`config.mk`:
```
export PLATFORM = sky130hd
export DESIGN_NAME = lcd_scan_timer
export DESIGN_NICKNAME = d
export VERILOG_FILES = /design/src/rtl/lcd_scan_pkg.sv /design/src/rtl/lcd_disp_ram.sv /design/src/rtl/lcd_slot_timer.sv /design/src/rtl/lcd_seg_mux.sv /design/src/rtl/lcd_scan_timer.sv
export SDC_FILE = /design/constraint.sdc
export NUM_CORES = 1
export LEC_CHECK = 0
export BUFFER_PORTS_ARGS = -buffer_cell sky130_fd_sc_hd__buf_4
export CORE_MARGIN = 2
export CORE_UTILIZATION = 53
export DETAILED_ROUTE_END_ITERATION = 10
export PLACE_DENSITY_LB_ADDON = 0.08
export SLEW_MARGIN = 20
export SYNTH_ARGS = -nofsm -noshare
export SYNTH_HDL_FRONTEND = slang
export SYNTH_SLANG_ARGS = --single-unit
```
`constraint.sdc`:
```
create_clock -name clk -period 9.2 [get_ports clk]
set_input_delay 0.92 -clock clk [delete_from_list [all_inputs] [get_ports clk]]
set_output_delay 0.92 -clock clk [all_outputs]
set_load 0.1 [all_outputs]
```
`src/rtl/lcd_scan_pkg.sv`:
```
package lcd_scan_pkg;
  // Setting captured at frame boundaries
  typedef struct packed {
    logic       mode8;
    logic [2:0] ks_code;
  } scan_cfg_t;
endpackage

```
`src/rtl/lcd_disp_ram.sv`:
```
module lcd_disp_ram #(
  parameter int DEPTH = 16,
  parameter int DW    = 8,
  localparam int AW   = $clog2(DEPTH)
) (
  input  logic                clk,
  input  logic                wr_en_i,
  input  logic [AW-1:0]       wr_addr_i,
  input  logic [DW-1:0]       wr_data_i,
  output logic [DEPTH*DW-1:0] mem_flat_o
);
  logic [DW-1:0] mem_q [DEPTH];

  always_ff @(posedge clk) begin
    if (wr_en_i) mem_q[wr_addr_i] <= wr_data_i;
  end

  for (genvar i = 0; i < DEPTH; i++) begin : g_flat
    assign mem_flat_o[i*DW +: DW] = mem_q[i];
  end
endmodule

```
`src/rtl/lcd_slot_timer.sv`:
```
module lcd_slot_timer
  import lcd_scan_pkg::*;
#(
  parameter int SLOT4 = 110,
  parameter int SLOT8 = 55,
  parameter int NCOM  = 8,
  localparam int CW   = $clog2(SLOT4 + 1),
  localparam int COMW = $clog2(NCOM)
) (
  input  logic            clk,
  input  logic            rst,
  input  logic            run_i,
  input  scan_cfg_t       cfg_i,
  output scan_cfg_t       cfg_o,
  output logic [COMW-1:0] com_idx_o,
  output logic            ks_phase_o,
  output logic            last_o,
  output logic            first_o
);
  scan_cfg_t       cfg_q;
  logic [CW-1:0]   cnt_q;
  logic [COMW-1:0] com_q;
  logic [CW-1:0]   slot_last;
  logic [CW-1:0]   ks_len;
  logic [CW-1:0]   ks_start;
  logic [COMW-1:0] com_last;
  logic            wrap;

  always_comb begin
    slot_last = cfg_q.mode8 ? CW'(SLOT8 - 1) : CW'(SLOT4 - 1);
    com_last  = cfg_q.mode8 ? COMW'(NCOM - 1) : COMW'(NCOM / 2 - 1);
    ks_len    = cfg_q.mode8 ? CW'({cfg_q.ks_code, 1'b1})
                            : CW'({cfg_q.ks_code, 1'b0}) + CW'(2);
    ks_start  = slot_last - ks_len + CW'(1);
    last_o    = (cnt_q == slot_last);
    wrap      = last_o && (com_q == com_last);
  end

  assign ks_phase_o = (cnt_q >= ks_start);
  assign first_o    = (cnt_q == '0) && (com_q == '0);
  assign cfg_o      = cfg_q;
  assign com_idx_o  = com_q;

  always_ff @(posedge clk) begin
    if (rst) begin
      cnt_q <= '0;
      com_q <= '0;
      cfg_q <= '0;
    end else if (!run_i) begin
      cnt_q <= '0;
      com_q <= '0;
      cfg_q <= cfg_i;
    end else if (last_o) begin
      cnt_q <= '0;
      if (wrap) begin
        com_q <= '0;
        cfg_q <= cfg_i;
      end else begin
        com_q <= com_q + COMW'(1);
      end
    end else begin
      cnt_q <= cnt_q + CW'(1);
    end
  end


  cfg_hold_chk: assert property (@(posedge clk) disable iff (rst)
    (run_i && !wrap) |=> $stable(cfg_q));


  cnt_range_chk: assert property (@(posedge clk) disable iff (rst)
    cnt_q <= slot_last);
endmodule

```
`src/rtl/lcd_seg_mux.sv`:
```
module lcd_seg_mux #(
  parameter int NSEG  = 20,
  parameter int NCOM  = 8,
  parameter int DEPTH = 16,
  parameter int DW    = 8,
  localparam int COMW = $clog2(NCOM),
  localparam int HALF = NCOM / 2,
  localparam int HW   = $clog2(HALF),
  localparam int IW   = $clog2(DW)
) (
  input  logic [DEPTH*DW-1:0] mem_i,
  input  logic                mode8_i,
  input  logic [COMW-1:0]     com_i,
  output logic [NSEG-1:0]     seg_o
);
  for (genvar s = 0; s < NSEG; s++) begin : g_seg
    logic [DW-1:0] byte4;
    logic [IW-1:0] idx4;
    logic          pix4;
    logic          pix8;

    // four-common geometry: two segments share a byte, one nibble each
    assign byte4 = mem_i[(s/2)*DW +: DW];
    assign idx4  = IW'((s % 2) * HALF) + IW'(com_i[HW-1:0]);
    assign pix4  = byte4[idx4];

    // eight-common geometry: one byte per segment
    if (s < DEPTH) begin : g_b8
      logic [DW-1:0] byte8;
      assign byte8 = mem_i[s*DW +: DW];
      assign pix8  = byte8[IW'(com_i)];
    end else begin : g_none
      assign pix8 = 1'b0;
    end

    assign seg_o[s] = mode8_i ? pix8 : pix4;
  end
endmodule

```
`src/rtl/lcd_scan_timer.sv`:
```
module lcd_scan_timer
  import lcd_scan_pkg::*;
#(
  parameter int NSEG  = 20,
  parameter int NCOM  = 8,
  parameter int DEPTH = 16,
  parameter int DW    = 8,
  parameter int SLOT4 = 110,
  parameter int SLOT8 = 55,
  localparam int AW   = $clog2(DEPTH),
  localparam int COMW = $clog2(NCOM)
) (
  input  logic            clk,
  input  logic            rst,
  input  logic            mode8_i,
  input  logic            disp_en_i,
  input  logic            osc_run_i,
  input  logic [2:0]      ks_code_i,
  input  logic            wr_en_i,
  input  logic [AW-1:0]   wr_addr_i,
  input  logic [DW-1:0]   wr_data_i,
  output logic [NCOM-1:0] com_o,
  output logic [NSEG-1:0] seg_o,
  output logic            seg_drv_o,
  output logic            ks_phase_o,
  output logic            ks_strobe_o,
  output logic            frame_start_o
);
  logic                run;
  scan_cfg_t           cfg_in;
  scan_cfg_t           cfg_act;
  logic [COMW-1:0]     com_idx;
  logic                ks_now;
  logic                last_now;
  logic                first_now;
  logic [DEPTH*DW-1:0] mem_flat;
  logic [NSEG-1:0]     seg_pat;

  assign run            = disp_en_i && osc_run_i;
  assign cfg_in.mode8   = mode8_i;
  assign cfg_in.ks_code = ks_code_i;

  lcd_slot_timer #(.SLOT4(SLOT4), .SLOT8(SLOT8), .NCOM(NCOM)) timer_i (
    .clk       (clk),
    .rst       (rst),
    .run_i     (run),
    .cfg_i     (cfg_in),
    .cfg_o     (cfg_act),
    .com_idx_o (com_idx),
    .ks_phase_o(ks_now),
    .last_o    (last_now),
    .first_o   (first_now)
  );

  lcd_disp_ram #(.DEPTH(DEPTH), .DW(DW)) ram_i (
    .clk       (clk),
    .wr_en_i   (wr_en_i),
    .wr_addr_i (wr_addr_i),
    .wr_data_i (wr_data_i),
    .mem_flat_o(mem_flat)
  );

  lcd_seg_mux #(.NSEG(NSEG), .NCOM(NCOM), .DEPTH(DEPTH), .DW(DW)) mux_i (
    .mem_i  (mem_flat),
    .mode8_i(cfg_act.mode8),
    .com_i  (com_idx),
    .seg_o  (seg_pat)
  );

  always_ff @(posedge clk) begin
    if (rst || !run) begin
      com_o         <= '0;
      seg_o         <= '0;
      seg_drv_o     <= 1'b0;
      ks_phase_o    <= 1'b0;
      ks_strobe_o   <= 1'b0;
      frame_start_o <= 1'b0;
    end else begin
      com_o         <= NCOM'(1) << com_idx;
      seg_o         <= ks_now ? '0 : seg_pat;
      seg_drv_o     <= !ks_now;
      ks_phase_o    <= ks_now;
      ks_strobe_o   <= last_now;
      frame_start_o <= first_now;
    end
  end


  com_onehot_chk: assert property (@(posedge clk) disable iff (rst)
    $onehot0(com_o));


  strobe_in_ks_chk: assert property (@(posedge clk) disable iff (rst)
    ks_strobe_o |-> ks_phase_o);


  strobe_then_disp_chk: assert property (@(posedge clk) disable iff (rst)
    ks_strobe_o |=> !ks_phase_o);


  frame_com0_chk: assert property (@(posedge clk) disable iff (rst)
    frame_start_o |-> (com_o[0] && seg_drv_o));


  idle_dark_chk: assert property (@(posedge clk) disable iff (rst)
    !run |=> (com_o == '0 && !seg_drv_o && !ks_phase_o && seg_o == '0));
endmodule

```
==> impl_results.md, run 1 <==
- Die ar.: 14250 um2
- Hold WC Path Type: flop to flop
- Status: finished clean
- Final WL: 13.38 mm
- CTS Sinks: 174
- Initial antenna violation count: 0
- Fin. Hold Viols: 0
- Per-cell routed wire length: 19.97 um
- Seq/Total Area, Yosys: 67.52%
- Gr ovfl total: 0
- Pre-antenna DRT Iters: 4
- Ys async rst share: 0%
- Max Slew Vio Count: 0
- Row cnt: 42
- Rel. slew slack: 31.72%
- Critical R2R Launch: timer_i.cfg_o[3]
- Synth top area share: 54.47%
- Final ANT Viol Nets: 0
- Period utilisation layout: 41.97%
- Clk_lat worst skew: 0.42 ns
- Yosys top cell by area: edfxtp_1
- Clk slew on worst S/H paths: 0.06 ns
- Inserted Diodes: 0
- Max_cap viols: 0
- Syn Inst Count: 426
- Synthesis-to-layout area growth: 15.16%
- Clk root buf: clkbuf_16
- VDD IR max: 0.1568 mV
- CTS tree: built
- RSZ-0062 raised after global routing: false
- Worst Setup End Kind: flop
- P_leak: 2.783 nW
- Max Fclk: 259.0 MHz
- CP startpoint kind: flop
- Worst EP arrival: 4.19 ns
- Layout Cells excl Fill: 670
- Worst Path Max Fanout: 47
- Setup_tns: 0 ns
- Main synth FF type: edfxtp_1
- Vias in the first global route: 3921
- First-pass GRT wire length: 21.28 mm
- WHS Path Cells: 1
- Port Buffers: 52
- Die Wd: 119.4 um
- Hold-fix buffers, CTS: 0
- Largest net degree at the start of global routing: 48
- Pwr dens: 198.2 nW/um2
- Dpl hpwl: 8.457 mm
- Post-Syn Nets: 464
- Worst-case clock skew: 0.009504 ns
- Reg2reg path depth: 10
- Post-Synthesis Cell Area: 7057 um2
- EDFF count, synth: 128
- Fraction of final layout cells sized beyond drive strength 1: 29.35%
- Num CTS Buffers: 17
- H-tree depth: 4
- Min-delay src: timer_i.cnt_q[0]
- # setup viols final: 0
- Postcts setup bufs: 0
- WHS: 0.5010 ns
- Tot GR Track Use: 20.53%
- Crit path launch: timer_i.cfg_o[3]
- Synth Area per Inst: 16.57 um2
- CP required: 9.52 ns
- Post-route minimum period: 3.861 ns
- Final nets: 519
- Top cells by area, synth: edfxtp_1 54%, dfxtp_1 13%, mux4_2 9.9%
- DR vias: 3663
- Die height: 119.4 um
- Core area: 13140 um2
- Io pins: 53
- Initial Utilization: 53.71%
- Vias/cell: 5.467
- Post-synthesis register bit count: 174
- Final GP Congestion: 0.8292
- Synth warn: 0
- Unique masters post-synth: 44
- Least-Margin Pin Slew: 1.016 ns
- # DRC: 0
- Setup Crit Path Kind: flop to flop
- Placed cell count: 638
- Iteration-0 DRC Markers: 268
- Clock Path Buffers: 2
- Post-CTS sizing: 0
power by group:
part	internal, mW	total (mW)	switching, mW
registers	0.857	0.867	0.00966
logic	0.0326	0.101	0.0679
clock network	0.355	0.643	0.288
total	1.24	1.61	0.365
registers in the layout, indices dropped and copies added (netlist names):
register / cells
ks_strobe_o: 1
timer_i.cfg_o: 4
ks_phase_o: 1
seg_drv_o: 1
com_o: 8
seg_o: 20
timer_i.cnt_q: 7
frame_start_o: 1
ram_i.mem_q: 128
timer_i.com_idx_o: 3
cells in the mapped netlist, drive strengths merged (2+ instances only):
cell type,n
nand2b,10
ha,17
a211oi,14
and2,4
mux4,31
inv,12
mux2i,24
nor3b,5
nand3b,3
xnor2,6
xor2,5
nor2b,3
o21ai,5
dfxtp,46
buf,17
edfxtp,128
nor3,6
nand2,10
and4bb,2
clkbuf,2
a31oi,3
a21oi,7
nor2,42
or4,2
and3,6
nand3,9
per-layer routing:
layer / share of wire (%) / GRT usage [%]
met5: 0 / 0
met4: 0.74 / 6.912
met3: 4.9 / 5.603
met2: 52 / 34.45
met1: 42 / 26.00
area by class of cell:
cell class | instances | area (um2)
fill | 1004 | 5011
sequential | 174 | 4767
multi-input combinational | 221 | 2143
clock buffer | 21 | 450.4
timing repair buffer | 55 | 412.9
tap | 176 | 220.2
clock inverter | 11 | 87.58
inverter | 12 | 45.04
layout by cell type, fill, tap and decap left out, types with 9 or more instances in the layout:
master,n
nand3_1,9
clkbuf_16,17
nor2_1,42
buf_4,55
ha_1,17
a211oi_2,14
mux4_2,31
inv_1,11
mux2i_1,24
nand2_1,10
edfxtp_1,128
nand2b_1,10
dfxtp_1,44
stage by stage:
step                      power (mW)  setup WS (ns)  cell area [um2]  utilization [%]
after floorplan               0.9491          5.938             7057                -
after global placement        0.9826          5.535             7574            57.65
after detailed placement      0.9852          5.396             7579            57.69
after CTS                      1.625          5.309             8117            61.78
final                          1.610          5.339             8127            61.86
after global routing           1.664          5.109             8127            61.86
worst max-delay path, stage by stage (launching register included):
cell and delay [ns]:
dfxtp_2 1.00, mux2i_1 0.43, ha_1 0.34, o21a_1 0.20
a21oi_1 0.19, xnor2_1 0.15, ha_1 0.28, a21oi_1 0.14
nor2b_1 0.08, or4_4 0.71, nor3b_1 0.25
cell families after synthesis:
group / Yosys count / share of synthesized area (%)
AO/OA/AOI/OAI: 31 / 4.149
XOR/XNOR: 11 / 1.365
adder cells (fa/ha/maj): 17 / 3.014
buffers and inverters: 31 / 2.323
flip-flops: 174 / 67.52
multiplexers: 56 / 13.46
AND/OR/NAND/NOR: 106 / 8.174
worst paths after layout:
check | endpoint | slack, ns
worst max-delay path | seg_o[19] | 5.34
worst min-delay path | timer_i.cnt_q[0] | 0.50
worst max register to register | seg_o[19] | 5.34
worst min register to register | timer_i.cnt_q[0] | 0.50
Note: power is estimated with default switching activity, not from simulation.
==> run 2, diff against run 1 <==
Clock period 9.2 ns to 3.42 ns, I/O delays scaled along.
==> impl_results.md, run 2 (synthesis results as in run 1) <==
- Met3 routed WL: 582 um (-12%)
- Hold endpoint: timer_i.cfg_o[3]
- RSZ-0062 raised after global routing: false
- Final GP Congestion: 0.8031 (-3.1%)
- Fin. Hold Viols: 0 (unchanged)
- First-pass GRT wire length: 21.03 mm (-1.2%)
- Worst setup margin: 0.2353 ns (-5.104 ns)
- Period utilisation layout: 93.12% (+51 points)
- Max Slew Vio Count: 0 (unchanged)
- Clk slew on worst S/H paths: 0.06 ns (about the same)
- Footprint of the multi-input gates: 2153 um2 (+0.47%)
- Final ANT Viol Nets: 0 (unchanged)
- Worst Setup End Kind: flop
- Clk root buf: clkbuf_16
- Largest Register: ram_i.mem_q
- Post-route minimum period: 3.185 ns (-0.6762 ns)
- Reg2reg path depth: 10 (unchanged)
- Gr ovfl total: 0 (unchanged)
- Initial antenna violation count: 0 (unchanged)
- H-tree depth: 4 (unchanged)
- DR vias: 3745 (+2.2%)
- Max Fclk: 314.0 MHz (+21%)
- Clock Path Buffers: 2 (unchanged)
- Design area: 8205 um2 (+0.97%)
- Status: finished clean
- Fraction of final layout cells sized beyond drive strength 1: 30.46% (+1.1 points)
- Synthesis-to-layout area growth: 16.28%
- R2R Setup Slk: 0.24 ns (-5.10 ns)
- Worst Path Max Fanout: 11 (-77%)
- Setup_tns: 0 ns (unchanged)
- # DRC: 0 (unchanged)
- Worst-case clock skew: 0.01107 ns (+0.001568 ns)
- Register Area: 4768 um2 (about the same)
- WHS Path Cells: 3 (+2)
- Die height: 119.4 um (unchanged)
- Tot GR Track Use: 20.25% (-0.28 points)
- Least-Margin Pin Slew: 0.8851 ns (-0.1313 ns)
- Reg2reg end: seg_o[19]
- Dpl hpwl: 8.541 mm (+1.0%)
- Inserted Diodes: 0 (unchanged)
- Clk_lat worst skew: 0.43 ns (about the same)
- Worst EP arrival: 3.52 ns (-0.67 ns)
- Highest metal used: met4
- Pwr dens: 541.0 nW/um2 (+170%)
- # setup viols final: 0 (unchanged)
- Largest net degree at the start of global routing: 37 (-23%)
- # fillers: 989 (-1.5%)
- Final WL: 13.65 mm (+2.0%)
- Final nets: 524 (+0.96%)
- Placed Instance Area: 7604 um2 (+0.33%)
- Hold-fix buffers, CTS: 0 (unchanged)
- Post-CTS sizing: 0 (unchanged)
- Placed cell count: 642 (+0.63%)
- Vias in the first global route: 3803 (-3.0%)
- Die ar.: 14250 um2 (unchanged)
- Leading cell type in the layout, fill and taps excluded: edfxtp_1
- DP Worst Slack: 0.1494 ns (-5.246 ns)
- Initial Utilization: 53.71% (unchanged)
- Die Wd: 119.4 um (unchanged)
- Iteration-0 DRC Markers: 311 (+16%)
- Wire length on met2: 7.072 mm (+1.9%)
- CTS tree: built
- WL met1: 5.850 mm (+3.1%)
- Num CTS Buffers: 17 (unchanged)
- VDD IR max: 0.4032 mV (+160%)
- Layout Cells excl Fill: 675 (+0.75%)
- P_leak: 2.833 nW (+1.8%)
- Row cnt: 42 (unchanged)
- CP required: 3.76 ns (-5.76 ns)
- Setup Crit Path Kind: flop to flop
- Critical R2R Launch: timer_i.cfg_o[0]
- Io pins: 53 (unchanged)
- Rel. slew slack: 40.99% (+9.3 points)
- CP startpoint kind: flop
- Most frequent cells in the layout: 128 x edfxtp_1, 59 x buf_4, 43 x dfxtp_1, 42 x nor2_1, 31 x mux4_2
- Crit path launch: timer_i.cfg_o[0]
- Per-cell routed wire length: 20.22 um (+1.3%)
- Core area: 13140 um2 (unchanged)
- Port Buffers: 52 (unchanged)
- Max_cap viols: 0 (unchanged)
- Vias/cell: 5.548 (+1.5%)
- Pre-antenna DRT Iters: 6 (+2)
- CTS Sinks: 174 (unchanged)
- Hold WC Path Type: input pin to flop
- Min-delay src: mode8_i
- Largest regs: ram_i.mem_q x128, seg_o x20, com_o x8
- Postcts setup bufs: 0 (unchanged)
- Largest register FFs: 128 (unchanged)
[run 2: cell types whose count changed in the layout (fill, tap and decap cells not counted), moves of 2 or more]
| cell | before | now |
|---|---|---|
| clkinvlp_4 | 4 | 1 |
| clkbuf_1 | 3 | 1 |
| inv_8 | 0 | 3 |
| inv_6 | 2 | 4 |
| buf_4 | 55 | 59 |
| clkinv_8 | 0 | 3 |
| clkinv_4 | 4 | 2 |
[run 2: final cells by class]
type | instances | area share, %
Clock buffer | 18 | 5.230
Clock inverter | 14 | 1.784
Inverter | 12 | 0.5489
Multi-Input combinational cell | 222 | 26.24
Sequential cell | 174 | 58.11
Tap cell | 176 | 2.684
Timing Repair Buffer | 59 | 5.398
[run 2: worst max-delay path by stage]
| stage | endpoint | cells past startpoint |
|---|---|---|
| after floorplan | seg_o[16] | 14 |
| after global routing | seg_o[19] | 10 |
| after CTS | seg_o[19] | 11 |
| after global placement | seg_o[19] | 11 |
| final | seg_o[19] | 10 |
| after detailed placement | seg_o[19] | 11 |
[run 2: where the power goes]
group | total, mW | internal (mW) | switching (mW) | leakage (nW)
logic | 0.286 | 0.0912 | 0.195 | 1.02
clock network | 1.83 | 0.970 | 0.861 | 0.278
registers | 2.32 | 2.31 | 0.0164 | 1.53
[run 2: critical path, cell delays in order (launching register included)]
cell and delay, ns:
dfxtp_1 0.34, ha_1 0.31, mux2i_2 0.23, ha_1 0.31
o21a_1 0.19, a21oi_1 0.17, xnor2_1 0.14, ha_1 0.28
a41o_1 0.23, or4_4 0.66, nor3b_1 0.23
[run 2: per-layer routing]
layer	vias up	global-route usage [%]
met1	1886	26.35
met3	12	5.460
li1	1760	-
met2	87	33.30
met4	0	6.765
met5	-	0
[run 2: per-stage QoR]
step                      hold WS (ns)  power (mW)  utilization, %
after global placement          0.4733       2.646           57.88
final                           0.1832       4.439           62.46
after CTS                       0.1696       4.463           62.26
after detailed placement        0.5067       2.654           57.88
after global routing            0.1785       4.576           62.46
after floorplan                 0.4403       2.553               -
==> run 3, diff against run 2 <==
Settings changed: ABC_AREA set to 1.
==> impl_results.md, run 3 <==
- Clk root buf: clkbuf_16
- Leading cell type in the layout, fill and taps excluded: nand2_1
- Least-Margin Pin Slew: 0.7732 ns (-0.1119 ns)
- CP startpoint kind: flop
- DR vias: 4923 (+31%)
- Core area: 13300 um2 (+1.2%)
- Max Fclk: 362.2 MHz (+15%)
- Post-synthesis register bit count: 174 (unchanged)
- Synth warn: 0 (unchanged)
- Yosys top cell by area: edfxtp_1
- First-pass GRT wire length: 24.27 mm (+15%)
- Tot GR Track Use: 22.57% (+2.3 points)
- Clock Path Buffers: 2 (unchanged)
- VDD IR max: 0.4510 mV (+12%)
- Vias/cell: 5.363 (-3.3%)
- Seq/Total Area, Yosys: 65.96% (-1.6 points)
- H-tree depth: 4 (unchanged)
- Per-cell routed wire length: 17.02 um (-16%)
- Max_cap viols: 0 (unchanged)
- Vias in the first global route: 4721 (+24%)
- Gr ovfl total: 0 (unchanged)
- Final core occ: 62.34% (-0.12 points)
- Final nets: 768 (+47%)
- Initial antenna violation count: 0 (unchanged)
- Hold-fix buffers, CTS: 0 (unchanged)
- CTS Sinks: 174 (unchanged)
- Synth Area per Inst: 10.61 um2 (-36%)
- Largest net degree at the start of global routing: 68 (+84%)
- Largest regs: ram_i.mem_q x128, seg_o x20, com_o x8
- P_leak: 3.278 nW (+16%)
- # fillers: 1067 (+7.9%)
- Num CTS Buffers: 17 (unchanged)
- Worst EP arrival: 3.13 ns (-0.39 ns)
- Register Area: 4766 um2 (about the same)
- Clk_lat worst skew: 0.42 ns (about the same)
- # DRC: 0 (unchanged)
- Die Wd: 120.7 um (+1.1%)
- Rel. slew slack: 48.40% (+7.4 points)
- Synthesis-to-layout area growth: 14.74%
- Main synth FF type: edfxtp_1
- Initial Utilization: 54.33% (+0.61 points)
- Largest Register: ram_i.mem_q
- Placed Instance Area: 7686 um2 (+1.1%)
- Max Slew Vio Count: 0 (unchanged)
- EDFF count, synth: 128 (unchanged)
- Period utilisation layout: 80.73% (-12 points)
- Status: finished clean
- Hold WC Path Type: input pin to flop
- Final WL: 15.62 mm (+14%)
- Pwr Total: 4.576 mW (+3.1%)
- Post-CTS sizing: 0 (unchanged)
- CTS tree: built
- Pwr dens: 552.1 nW/um2 (+2.1%)
- Post-Synthesis Cell Area: 7223 um2 (+2.4%)
- Postcts setup bufs: 0 (unchanged)
- Setup Crit Path Kind: flop to flop
- Final ANT Viol Nets: 0 (unchanged)
- Die ar.: 14580 um2 (+2.3%)
- Die height: 120.7 um (+1.1%)
- Row cnt: 42 (unchanged)
- Worst-case clock skew: 0.005498 ns (-0.005574 ns)
- Port Buffers: 52 (unchanged)
- Clk slew on worst S/H paths: 0.06 ns (about the same)
- Inserted Diodes: 0 (unchanged)
- Setup_tns: 0 ns (unchanged)
- Footprint of the multi-input gates: 2088 um2 (-3.0%)
- RSZ-0062 raised after global routing: false
- Syn Inst Count: 681 (+60%)
- Most frequent cells in the layout: 173 x nand2_1, 128 x edfxtp_1, 82 x nor2_1, 57 x buf_4, 50 x nand3_1
- Iteration-0 DRC Markers: 410 (+32%)
- CP required: 3.79 ns (+0.03 ns)
- Pre-antenna DRT Iters: 5 (-1)
- Post-Syn Nets: 719 (+55%)
- Worst Setup End Kind: flop
- Post-route minimum period: 2.761 ns (-0.4238 ns)
- Dpl hpwl: 9.694 mm (+13%)
- Design area: 8288 um2 (+1.0%)
- Synth top area share: 53.21% (-1.3 points)
- Largest register FFs: 128 (unchanged)
- Fraction of final layout cells sized beyond drive strength 1: 13.07% (-17 points)
- Synth top cells by count: 173 x nand2_1, 128 x edfxtp_1, 82 x nor2_1
- Fin. Hold Viols: 0 (unchanged)
- Worst Path Max Fanout: 16 (+5)
- Most common cell in the netlist: nand2_1
- # setup viols final: 0 (unchanged)
- Io pins: 53 (unchanged)
- Ys async rst share: 0% (unchanged)
- Top cells by area, synth: edfxtp_1 53%, dfxtp_1 13%, nand2_1 9.0%
- Unique masters post-synth: 35 (-20%)
- Final GP Congestion: 0.8301 (+3.4%)
run 3: area by class of cell:
| cell class | count | area share [%] |
|---|---|---|
| Inverter | 49 | 2.219 |
| Clock buffer | 19 | 5.223 |
| Clock inverter | 12 | 2.038 |
| Tap cell | 176 | 2.657 |
| Timing Repair Buffer | 57 | 5.163 |
| Multi-Input combinational cell | 431 | 25.20 |
| Sequential cell | 174 | 57.50 |
run 3: cell families after synthesis:
group	share of synthesized area, %
AND/OR/NAND/NOR	19.30
adder cells (fa/ha/maj)	2.945
XOR/XNOR	0.8488
AO/OA/AOI/OAI	5.820
buffers and inverters	5.127
flip-flops	65.96
run 3: worst max-delay path: stages, from the launching register on:
cell	delay, ns
dfxtp_1	0.34
ha_1	0.20
nand2_1	0.07
nand2_1	0.06
o22ai_1	0.12
inv_1	0.06
ha_1	0.35
nand3_1	0.11
nand3b_1	0.10
xnor2_1	0.14
ha_1	0.29
a21oi_1	0.16
o21a_1	0.16
nand3_2	0.15
inv_2	0.27
nand2_1	0.09
inv_1	0.06
run 3: routing by layer:
layer	GRT usage, %	up-vias	routed length (um)
met5	0	-	0
met4	9.520	0	364
met3	4.906	28	1015
met2	36.97	156	7397
met1	29.18	2349	6845
li1	-	2390	-
run 3: final timing paths:
| check | cells after the start | start | slack, ns | endpoint |
|---|---|---|---|---|
| worst max-delay path | 16 | timer_i.cfg_o[1] | 0.66 | seg_o[9] |
| worst min-delay path | 3 | ks_code_i[2] | 0.14 | timer_i.cfg_o[2] |
| worst max register to register | 16 | timer_i.cfg_o[1] | 0.66 | seg_o[9] |
| worst min register to register | 1 | timer_i.cnt_q[0] | 0.50 | timer_i.cnt_q[0] |
run 3: per-stage QoR:
stage	hold WS, ns	setup WS [ns]	std cells
2_1_floorplan	0.4409	0.7715	681
3_3_place_gp	0.4826	0.7997	887
3_5_place_dp	0.4881	0.6778	887
4_1_cts	0.1311	0.6560	918
5_1_grt	0.1566	0.4442	918
6_report	0.1407	0.6590	918
run 3: power by group:
| group | switching, mW | internal [mW] |
|---|---|---|
| sequential | 0.0123 | 2.31 |
| clock | 0.758 | 1.21 |
| combinational | 0.204 | 0.0846 |
| total | 0.974 | 3.60 |
